[src/rtl/byte_serial_loader.sv]
module byte_serial_loader #(
  parameter int DW = 8
) (
  input  logic          clk,
  input  logic          rst_n,
  input  logic          host_sel_n,
  input  logic          host_sel,
  input  logic          host_wr_n,
  input  logic          host_rd_n,
  input  logic [DW-1:0] host_data,
  input  logic          host_last,
  output logic          ser_out,
  output logic          ser_halt,
  output logic          ready,
  output logic          stat_oe,
  output logic [DW-1:0] stat_data
);
  localparam int CW = $clog2(DW + 1);
  localparam logic [CW-1:0] FULL_CNT = CW'(DW);
  localparam logic [CW-1:0] LAST_CNT = CW'(DW - 1);
  localparam logic [CW-1:0] ONE = CW'(1);

  logic          wr_cond;
  logic [2:0]    wsync;
  logic          capture;
  logic [DW-1:0] stage, hold, sh;
  logic          stage_last, hold_last, sh_last;
  logic          hold_full, hold_aged;
  logic [CW-1:0] cnt;
  logic          xfer;
  logic [CW-1:0] busy_len;

  assign wr_cond   = !host_wr_n && !host_sel_n && host_rd_n && host_sel;
  assign capture   = wsync[2] && !wsync[1];
  assign ser_halt  = sh_last && (cnt == ONE);
  assign xfer      = hold_full && hold_aged && !ser_halt &&
                     ((cnt == '0) || (cnt == ONE && !sh_last));
  assign ser_out   = (cnt == '0) ? 1'b1 : sh[0];
  assign ready     = !hold_full;
  assign stat_oe   = !host_sel_n && host_sel && !host_rd_n && host_wr_n;
  assign stat_data = {ready, {(DW-1){1'b1}}};

  always_ff @(posedge clk or negedge rst_n) begin
    if (!rst_n) begin
      wsync      <= '0;
      stage      <= '0;
      stage_last <= 1'b0;
      hold       <= '0;
      hold_last  <= 1'b0;
      hold_full  <= 1'b0;
      hold_aged  <= 1'b0;
    end else begin
      wsync <= {wsync[1:0], wr_cond};
      if (wsync[1]) begin
        stage      <= host_data;
        stage_last <= host_last;
      end
      if (capture) begin
        hold      <= stage;
        hold_last <= stage_last;
        hold_full <= 1'b1;
        hold_aged <= 1'b0;
      end else if (xfer) begin
        hold_full <= 1'b0;
        hold_aged <= 1'b0;
      end else begin
        hold_aged <= hold_full;
      end
    end
  end

  always_ff @(posedge clk or negedge rst_n) begin
    if (!rst_n) begin
      sh      <= '0;
      sh_last <= 1'b0;
      cnt     <= '0;
    end else if (xfer) begin
      sh      <= hold;
      sh_last <= hold_last;
      cnt     <= hold_last ? LAST_CNT : FULL_CNT;
    end else if (cnt > ONE) begin
      sh  <= sh >> 1;
      cnt <= cnt - ONE;
    end else if (cnt == ONE && !sh_last) begin
      cnt <= '0;
    end
  end

  always_ff @(posedge clk or negedge rst_n) begin
    if (!rst_n)     busy_len <= '0;
    else if (ready) busy_len <= '0;
    else if (busy_len != '1) busy_len <= busy_len + ONE;
  end

  AST_HOLD_FREE: assert property (@(posedge clk) disable iff (!rst_n)
    capture |-> !hold_full);
  AST_CAPTURE_BUSY: assert property (@(posedge clk) disable iff (!rst_n)
    capture |=> !ready);
  AST_BUSY_BOUND: assert property (@(posedge clk) disable iff (!rst_n)
    busy_len <= FULL_CNT);
  AST_SHIFT_STEP: assert property (@(posedge clk) disable iff (!rst_n)
    (cnt > ONE) |=> (ser_out == $past(sh[1])));
  AST_HALT_FROZEN: assert property (@(posedge clk) disable iff (!rst_n)
    ser_halt |=> (ser_halt && $stable(ser_out)));
endmodule

[config.mk]
export PLATFORM = sky130hd
export DESIGN_NAME = byte_serial_loader
export DESIGN_NICKNAME = d
export VERILOG_FILES = /design/src/rtl/byte_serial_loader.sv
export SDC_FILE = /design/constraint.sdc
export NUM_CORES = 1
export LEC_CHECK = 0
export BUFFER_PORTS_ARGS = -buffer_cell sky130_fd_sc_hd__buf_2
export CAP_MARGIN = 20
export CORE_UTILIZATION = 45
export DETAILED_ROUTE_END_ITERATION = 12
export GPL_TIMING_DRIVEN = 0
export MAX_ROUTING_LAYER = met4
export PLACE_DENSITY = 0.68
export SKIP_LAST_GASP = 1
export SLEW_MARGIN = 0
export SYNTH_ARGS = -nofsm -noshare
export SYNTH_HDL_FRONTEND = slang
export SYNTH_SLANG_ARGS = --single-unit
[constraint.sdc]
create_clock -name clk -period 3 [get_ports clk]
set_input_delay 0.45 -clock clk [delete_from_list [all_inputs] [get_ports clk]]
set_output_delay 0.45 -clock clk [all_outputs]
set_load 0.05 [all_outputs]
==> run metrics, run 1 <==
result of the run complete, no violations; Slowest cell on crit path dfrtp_1; share of the clock period used by the worst path after layout 0.755; Routability Congestion approximately 0.87; highest achievable clock rate about 440 MHz; final number of setup-violating endpoints 0; PnR worst setup slack 0.735 ns; Worst Tran Pin Value approximately 0.78 ns; CTS Buf Count 5; core area between 0.003 and 0.004 mm^2; classification of the worst setup path register to primary output; warning count from the yosys run 0; # resized after CTS 0; top flip-flop cell by instance count after synthesis dfrtp_1; clock skew after layout between 0.004 and 0.005 ns; initial DRC count approximately 130; time the final worst path needs with I/O delays and setup ~2.3 ns; relative area change from synthesis to final layout 17.0%; final hold violation count 0; number of vias after detailed routing 1,159; Worst Setup Slack post-DPL roughly 1.1 ns; width of the die approximately 64 um; Clk pin slew, worst setup/hold paths around 0.070 ns; detail-routed via count per cell 5.29; number of cells traversed by the worst register-to-register path 6; die boundary height ~64 um; CP Capture Type primary output; number of unique standard cell types used by synthesis 31; maximum vdd ir drop 0.432 mV; flop and latch count out of synthesis 36; signal arrival time at the worst endpoint roughly 1.8 ns; Max Transition Viols Final 0; count of input and output buffers 19; worst endpoint required time 2.55 ns; antenna-violating nets left 0; final routed wire length divided by cell count around 14 um; synth cell count leaders 36 x dfrtp_1, 17 x mux2_2, 9 x a31oi_1; most area-consuming cells after synthesis dfrtp_1 53%, mux2_2 11%, a211oi_1 3.5%; share of the synthesized area in the top cell type 0.529; Leak Pwr 0.933 nW; post-detailed-placement cell area around 0.0019 mm^2; Multi-input gate area 688 um^2; worst path cell trace nor2_1 > clkbuf_1 > and3_1 > buf_2; critical path launch point type register; number of placed I/O pins 27; number of antenna violations at the first check in global routing 0; Syn Area/Cell around 12 um^2; sequential-to-total area share from yosys stat 0.529; Tot GR Track Use 0.180; Post-CTS Hold Fix Bufs 0; fraction of final layout cells with drive strength greater than 1 0.364; DR pass1 iterations 4; number of global-route vias before repair about 1.2k; ant diodes 0; Hold Crit Class primary input to async pin; number of synthesized flops with an enable pin 0; cells after synthesis 140; highest cell delay on the worst timing path roughly 0.44 ns; post-route cell area roughly 0.002 mm^2; maximum capacitance violations 0; Max Buffers Root-to-Sink 2; number of nets in the finished design between 150 and 200; post-synthesis instance area 0.00170 mm^2; library cell with the largest summed area after synthesis dfrtp_1; H-tree depth 2; post-detailed-route DRC marker count 0; Cell Pwr Density roughly 1000 mW/mm^2; Async SR Flop Fraction 1.00; global-route wire length before repair 5350 um; setup repair after global routing missed its margin false; row count 21; register cell area after layout approximately 900 um^2; Starting Density 0.491; most instantiated library cell after synthesis dfrtp_1; wirelength, routed 3030 um; clock insertion delay at the later pin of the skew report approximately 0.29 ns; clock root buffer master clkbuf_8; Slew headroom 0.481; Clock Sinks 36; final-layout fill cell count approximately 310; maximum number of pins on one net before global-route repair 37; estimated wirelength of the detail-placed design between 2000 and 2500 um; maximum fanout count along the critical path 10; die area around 0.0040 mm^2; Setup Fix Bufs, Post-CTS 0; global route total overflow 0; CTS tree done; setup TNS 0 ns
==> placed cells by master, fill, tap and decap left out, types with 2 or more instances in the layout <==
master and n:
ha_1 3, nor2_1 2, mux2_1 3, o21ai_0 8
buf_2 23, and3_1 2, a21o_1 3, mux2_2 17
dfrtp_1 36, mux2i_1 2, nor4bb_1 2, clkbuf_1 2
conb_1 7, nand2b_1 2, a211oi_1 8, nand3_1 8
clkbuf_8 5, buf_6 3, buf_4 8, nor3_1 3
inv_1 4, a31oi_1 9
==> area by class of cell <==
| type | count | area share |
|---|---|---|
| repair buffers | 19 | 0.0477 |
| clock inverters | 3 | 0.0232 |
| clock buffers | 5 | 0.0345 |
| inverters | 4 | 0.00753 |
| multi-input cells | 89 | 0.345 |
| plain buffers | 17 | 0.0609 |
| flip-flops and latches | 36 | 0.452 |
| well taps | 46 | 0.0289 |
==> metal layers <==
| metal | GRT usage | part of all wire |
|---|---|---|
| met3 | 0.0489 | 0.057 |
| met1 | 0.218 | 0.46 |
| met5 | - | 0 |
| met4 | 0.102 | 0.022 |
| met2 | 0.269 | 0.46 |
==> power by group <==
group	internal [mW]	total [mW]	switching, mW
Sequential	0.645	0.753	0.108
Combinational	0.327	0.801	0.474
Clock	0.250	0.432	0.182
Total	1.22	1.99	0.763
==> through the flow <==
stage	power, mW	std cells	hold slack (ns)	utilization
after detailed placement	1.56	211	0.345	0.541
after global routing	2.12	219	0.309	0.575
after global placement	1.53	211	0.335	0.541
after floorplan	1.37	146	0.154	-
final	1.99	219	0.227	0.575
after CTS	1.99	219	0.257	0.575
==> kinds of logic (layout without fill, tap and decap cells) <==
family                     count (synthesis)  count (layout)  share of synthesized area
DFF                                       36              36                      0.529
AOI/OAI and AO/OA                         31              31                      0.125
and+or+nand+nor                           25              25                     0.0889
muxes                                     23              23                      0.153
buffers and inverters                     21              48                     0.0801
adders and majority gates                  3               3                     0.0220
other                                      1               7                    0.00220
==> sequential cells by signal (all words and copies together) (netlist names), 3 cells and up <==
| register | flops |
|---|---|
| stage | 8 |
| hold | 8 |
| wsync | 3 |
| sh | 8 |
| cnt | 4 |
==> worst paths after layout <==
| path | to | slack (ns) | from |
|---|---|---|---|
| worst max-delay path | ser_halt | 0.73 | cnt[2] |
| worst min-delay path | cnt[3] | 0.23 | rst_n |
| worst max register to register | sh_last | 1.23 | cnt[1] |
| worst min register to register | wsync[1] | 0.36 | wsync[0] |
| max in group asynchronous | hold[3] | 2.27 | rst_n |
| min in group clk | wsync[0] | 0.32 | host_sel_n |
==> critical path: cells and delay by family, from the launching register on <==
kind	cells	cell delay, ns
flip-flops	1	0.44
buffers and inverters	2	0.65
AND/OR/NAND/NOR	2	0.44
Power figures use the tool's default switching activity.
==> run 2, diff against run 1 <==
--- a/config.mk
+++ b/config.mk
@@ -5,6 +5,7 @@
 export SDC_FILE = /design/constraint.sdc
 export NUM_CORES = 1
 export LEC_CHECK = 0
+export ABC_AREA = 1
 export BUFFER_PORTS_ARGS = -buffer_cell sky130_fd_sc_hd__buf_2
 export CAP_MARGIN = 20
 export CORE_UTILIZATION = 45
==> constraint.sdc (replaced) <==
create_clock -name clk -period 2.3 [get_ports clk]
set_input_delay 0.345 -clock clk [delete_from_list [all_inputs] [get_ports clk]]
set_output_delay 0.345 -clock clk [all_outputs]
set_load 0.05 [all_outputs]
==> run 2 against run 1 <==
Total power is 18% higher; cell count grew 23%; sequential power increased by 21%; hold slack got worse by 0.089 ns; clock skew increased by 0.0021 ns.
==> run metrics, run 2 <==
number of vias after detailed routing 1,190 (+2.7%); fraction of final layout cells with drive strength greater than 1 0.266 (-0.0984); count of input and output buffers 19 (unchanged); Post-CTS Hold Fix Bufs 0 (unchanged); estimated wirelength of the detail-placed design 1900 um (-9.4%); final routed wire length divided by cell count 9.55 um (-31%); CTS Buf Count 5 (unchanged); relative area change from synthesis to final layout 16.0%; final hold violation count 0 (unchanged); maximum vdd ir drop 0.518 mV (+20%); H-tree depth 2 (unchanged); Leak Pwr 1.08 nW (+16%); number of synthesized flops with an enable pin 0 (unchanged); DR pass1 iterations 5 (+1); number of nets in the finished design 240 (+26%); time the final worst path needs with I/O delays and setup approximately 1.9 ns; Hold Crit Class primary input to async pin; most area-consuming cells after synthesis dfrtp_1 52%, nand2_1 10%, inv_1 6.6%; number of global-route vias before repair 1,114 (-3.9%); width of the die 63.8 um (+0.39%); Switching Fraction 0.390 (+0.00591); Setup Fix Bufs, Post-CTS 0 (unchanged); wirelength, routed 2580 um (-15%); setup TNS 0 ns (unchanged); maximum number of pins on one net before global-route repair 37 (unchanged); Net Sw Power 917 uW (+20%); signal arrival time at the worst endpoint 1.54 ns (-0.28 ns); row count 22 (+4.8%); biggest regs hold x8, sh x8, stage x8; sequential-to-total area share from yosys stat 0.525 (-0.00424); Routability Congestion 0.773 (-11%); clock insertion delay at the later pin of the skew report 0.28 ns (about the same); maximum fanout count along the critical path 4 (-6); Cell Pwr Density 1180 mW/mm^2 (+19%); maximum capacitance violations 0 (unchanged); critical path launch point type register; die boundary height 63.8 um (+0.39%); number of antenna violations at the first check in global routing 0 (unchanged); clock skew after layout 0.00644 ns (+0.00208 ns); die area 0.00407 mm^2 (+0.79%); initial DRC count 23 (-82%); Clk pwr share 0.201 (-0.016); commonest non-fill, non-tap cells in the layout 46 x nand2_1, 36 x dfrtp_1, 30 x inv_1; synth cell count leaders 46 x nand2_1, 36 x dfrtp_1, 30 x inv_1; sequential share of power 0.388 (+0.009); Syn Area/Cell 9.03 um^2 (-26%); global route total overflow 0 (unchanged); Starting Density 0.469 (-0.0221); final number of setup-violating endpoints 0 (unchanged); detail-routed via count per cell 4.41 (-17%); share of the synthesized area in the top cell type 0.525 (-0.00424); # resized after CTS 0 (unchanged); setup repair after global routing missed its margin false; number of placed I/O pins 27 (unchanged); classification of the worst setup path register to primary output; Max Transition Viols Final 0 (unchanged); Slew headroom 0.483 (+0.00236); post-detailed-route DRC marker count 0 (unchanged); antenna-violating nets left 0 (unchanged); result of the run complete, no violations; CP Capture Type primary output; Clk pin slew, worst setup/hold paths 0.07 ns (about the same); CTS tree done; library cell with the largest summed area after synthesis dfrtp_1; Internal Power 1.43 mW (+17%); global-route wire length before repair 4540 um (-15%); flop and latch count out of synthesis 36 (unchanged); most instantiated library cell after synthesis nand2_1; cells after synthesis 190 (+36%); core area 0.00366 mm^2 (+5.6%); commonest non-fill, non-tap cell in the layout nand2_1; logic gate share of total power 0.412 (+0.009); worst endpoint required time 1.96 ns (-0.59 ns); final-layout fill cell count 344 (+10%); Async SR Flop Fraction 1.00 (unchanged); Worst Tran Pin Value 0.776 ns (-0.00354 ns); number of unique standard cell types used by synthesis 26 (-16%); clock root buffer master clkbuf_8; power after layout 2.35 mW (+18%); share of the clock period used by the worst path after layout 0.822; Max Buffers Root-to-Sink 2 (unchanged); Clock Sinks 36 (unchanged); highest achievable clock rate 529 MHz; top flip-flop cell by instance count after synthesis dfrtp_1; Tot GR Track Use 0.151 (-0.0285); ant diodes 0 (unchanged); post-synthesis instance area 0.00172 mm^2 (+0.81%); warning count from the yosys run 0 (unchanged)
run 2: cell count changes after synthesis, sizes merged, moves of 3 or more:
cell    change
nor2        +5
inv        +28
a21o        -3
mux2       -15
a211oi      -8
nand3       +6
o21ai       +9
nand2      +52
a31oi       -9
run 2: critical path: stages (launching register included):
cell	delay, ns
dfrtp_1	0.39
inv_1	0.10
ha_1	0.24
inv_1	0.08
nor3_1	0.17
buf_2	0.28
run 2: worst paths after layout:
check	startpoint	end	slack, ns	depth (start not counted)
max in group asynchronous	rst_n	hold[1]	1.66	1
min in group clk	host_wr_n	wsync[0]	0.23	2
worst max register to register	cnt[0]	sh[2]	0.62	9
worst max-delay path	cnt[1]	ser_halt	0.41	5
worst min-delay path	rst_n	sh[7]	0.14	1
worst min register to register	wsync[0]	wsync[1]	0.36	0
run 2: layout make-up:
cell class / instances / area [um^2] / area share
sequential: 36 / 901 / 0.453
multi-input combinational: 115 / 612 / 0.307
timing repair buffer: 19 / 95.1 / 0.0478
tap: 48 / 60.1 / 0.0302
clock buffer: 7 / 96.3 / 0.0484
buffer: 13 / 104 / 0.0522
inverter: 32 / 123 / 0.0616
run 2: stage by stage:
stage / instance area, um^2 / hold WS [ns] / util / setup WS [ns] / instances
2_1_floorplan: 1740 / 0.0494 / - / 0.108 / 196
3_3_place_gp: 1890 / 0.334 / 0.517 / 0.658 / 263
3_5_place_dp: 1890 / 0.350 / 0.517 / 0.621 / 263
4_1_cts: 1990 / 0.151 / 0.544 / 0.387 / 270
5_1_grt: 1990 / 0.193 / 0.544 / 0.312 / 270
6_report: 1990 / 0.139 / 0.544 / 0.410 / 270
run 2: power by group through the flow:
stage          logic [mW]  clock network [mW]  registers, mW
3_3_place_gp        0.962                   0          0.919
4_1_cts             0.982               0.490          0.912
2_1_floorplan       0.814                   0          0.901
5_1_grt              1.09               0.517          0.937
3_5_place_dp        0.977                   0          0.924
6_report            0.968               0.471          0.911
run 2: cells by family after synthesis:
kind of cell,Yosys count,share of synthesized area
AND/OR/NAND/NOR,80,0.219
flip-flops,36,0.525
multiplexers,6,0.0394
AO/OA/AOI/OAI,19,0.0605
other,1,0.00218
buffers and inverters,45,0.132
adder cells (fa/ha/maj),3,0.0219
run 2: per-layer routing:
metal | track usage | wire [um] | vias up
met1 | 0.171 | 1250 | 523
met4 | 0.0511 | 19 | 0
met3 | 0.0482 | 101 | 3
met2 | 0.251 | 1210 | 25
met5 | - | 0 | -
li1 | - | - | 639
==> run 3, diff against run 2 <==
--- a/config.mk
+++ b/config.mk
@@ -12,7 +12,7 @@
 export DETAILED_ROUTE_END_ITERATION = 12
 export GPL_TIMING_DRIVEN = 0
 export MAX_ROUTING_LAYER = met4
-export PLACE_DENSITY = 0.68
+export PLACE_DENSITY = 0.7
 export SKIP_LAST_GASP = 1
 export SLEW_MARGIN = 0
 export SYNTH_ARGS = -nofsm -noshare
==> constraint.sdc (replaced) <==
create_clock -name clk -period 1.7 [get_ports clk]
set_input_delay 0.255 -clock clk [delete_from_list [all_inputs] [get_ports clk]]
set_output_delay 0.255 -clock clk [all_outputs]
set_load 0.05 [all_outputs]
==> run 3 against run 2 <==
Combinational power up 51%; clock skew hardly changed; worst setup slack got worse by 0.33 ns; die area stayed put; first-iteration DRC count grew 130%; non-clock buffer count grew 3; largest cell class unchanged; largest power group unchanged; highest routed layer unchanged.
==> run metrics, run 3 (synthesis results as in run 2) <==
Tot GR Track Use 0.165 (+0.0137); classification of the worst setup path register to primary output; maximum fanout count along the critical path 4 (unchanged); setup repair after global routing missed its margin false; detail-routed via count per cell 4.46 (+1.3%); Clock Sinks 36 (unchanged); width of the die 63.8 um (unchanged); Max Transition Viols Final 0 (unchanged); final number of setup-violating endpoints 0 (unchanged); Max Buffers Root-to-Sink 2 (unchanged); H-tree depth 2 (unchanged); initial DRC count 52 (+130%); CTS tree done; DR pass1 iterations 4 (-1); non-filler instance count after layout 274 (+1.5%); estimated wirelength of the detail-placed design 1940 um (+2.3%); signal arrival time at the worst endpoint 1.36 ns (-0.18 ns); biggest regs hold x8, sh x8, stage x8; CTS Buf Count 5 (unchanged); final routed wire length divided by cell count 10.1 um (+5.9%); number of placed I/O pins 27 (unchanged); Clk pin slew, worst setup/hold paths 0.07 ns (about the same); Leak Pwr 1.10 nW (+1.3%); Slew headroom 0.491 (+0.00828); critical path launch point type register; final hold violation count 0 (unchanged); antenna-violating nets left 0 (unchanged); Hold Crit Class primary input to async pin; core area 0.00366 mm^2 (unchanged); number of global-route vias before repair 1,143 (+2.6%); clock insertion delay at the later pin of the skew report 0.29 ns (about the same); post-detailed-route DRC marker count 0 (unchanged); Worst Tran Pin Value 0.763 ns (-0.0124 ns); number of vias after detailed routing 1,223 (+2.8%); global-route wire length before repair 4840 um (+6.7%); ant diodes 0 (unchanged); global route total overflow 0 (unchanged); number of antenna violations at the first check in global routing 0 (unchanged); placed insts 263 (unchanged); die boundary height 63.8 um (unchanged); number of nets in the finished design 243 (+1.3%); clock skew after layout 0.00676 ns (+0.000321 ns); maximum vdd ir drop 0.777 mV (+50%); worst endpoint required time 1.44 ns (-0.52 ns); relative area change from synthesis to final layout 19.1%; CP Capture Type primary output; clock root buffer master clkbuf_8; fraction of final layout cells with drive strength greater than 1 0.301 (+0.0351); highest achievable clock rate approximately 620 MHz; Starting Density 0.469 (unchanged); share of the clock period used by the worst path after layout 0.950; maximum number of pins on one net before global-route repair 37 (unchanged); commonest non-fill, non-tap cells in the layout 46 x nand2_1, 35 x dfrtp_1, 29 x inv_1; maximum capacitance violations 0 (unchanged); commonest non-fill, non-tap cell in the layout nand2_1; row count 22 (unchanged); count of input and output buffers 19 (unchanged); time the final worst path needs with I/O delays and setup ~1.6 ns; Routability Congestion 0.738 (-4.5%); wirelength, routed 2770 um (+7.5%); result of the run complete, no violations; Cell Pwr Density 1620 mW/mm^2 (+37%); die area 0.00407 mm^2 (unchanged); final core area utilization 0.558 (+0.0147)
## run 3: path summary, 6_finish.rpt
check	from	end	slack [ns]	cells after the start
worst min register to register	wsync[0]	wsync[1]	0.36	0
worst max-delay path	cnt[0]	ser_halt	0.09	5
min in group clk	host_wr_n	wsync[0]	0.14	2
worst min-delay path	rst_n	stage[6]	0.03	1
worst max register to register	cnt[0]	sh[3]	0.13	11
max in group asynchronous	rst_n	cnt[0]	1.13	1
## run 3: stage by stage
| stage | TNS (ns) | setup slack [ns] | instance area [um^2] | total power, mW | hold slack [ns] |
|---|---|---|---|---|---|
| after floorplan | 0 | 0.0102 | 1740 | 2.33 | -0.0406 |
| after global placement | 0 | 0.0574 | 1900 | 2.55 | 0.334 |
| after detailed placement | 0 | 0.0383 | 1900 | 2.59 | 0.339 |
| after CTS | -0.0313 | -0.0176 | 2000 | 3.23 | 0.0670 |
| after global routing | 0 | 0.0223 | 2040 | 3.57 | 0.0983 |
| final | 0 | 0.0850 | 2040 | 3.31 | 0.0315 |
## run 3: layout make-up
class                           count  area (um^2)
Timing Repair Buffer               22          124
Multi-Input combinational cell    115          639
Tap cell                           48         60.1
Buffer                             13          104
Clock buffer                        6         82.6
Sequential cell                    36          902
Fill cell                         348         1620
Inverter                           32          123
Clock inverter                      2         10.0
## run 3: repair_timing
action | 4_1_cts | 5_1_grt
gates resized for setup | 3 | 5
setup endpoints to repair | 2 | 8
buffers inserted | 0 | 3
pin swaps | 0 | 1
hold buffers | 0 | 0
## run 3: where the power goes
part,internal (mW),leakage (nW),switching (mW)
clock,0.323,0.0510,0.301
sequential,1.10,0.456,0.123
combinational,0.554,0.590,0.904
total,1.98,1.10,1.33
## run 3: routing by layer
layer,part of all wire,track usage
met5,0,-
met4,0.021,0.0852
met3,0.030,0.0482
met2,0.47,0.261
met1,0.47,0.189
## run 3: worst max-delay path: stages (launching register included)
cell,delay (ns)
dfrtp_2,0.35
buf_4,0.13
ha_4,0.16
inv_1,0.06
nor3_2,0.19
buf_6,0.18
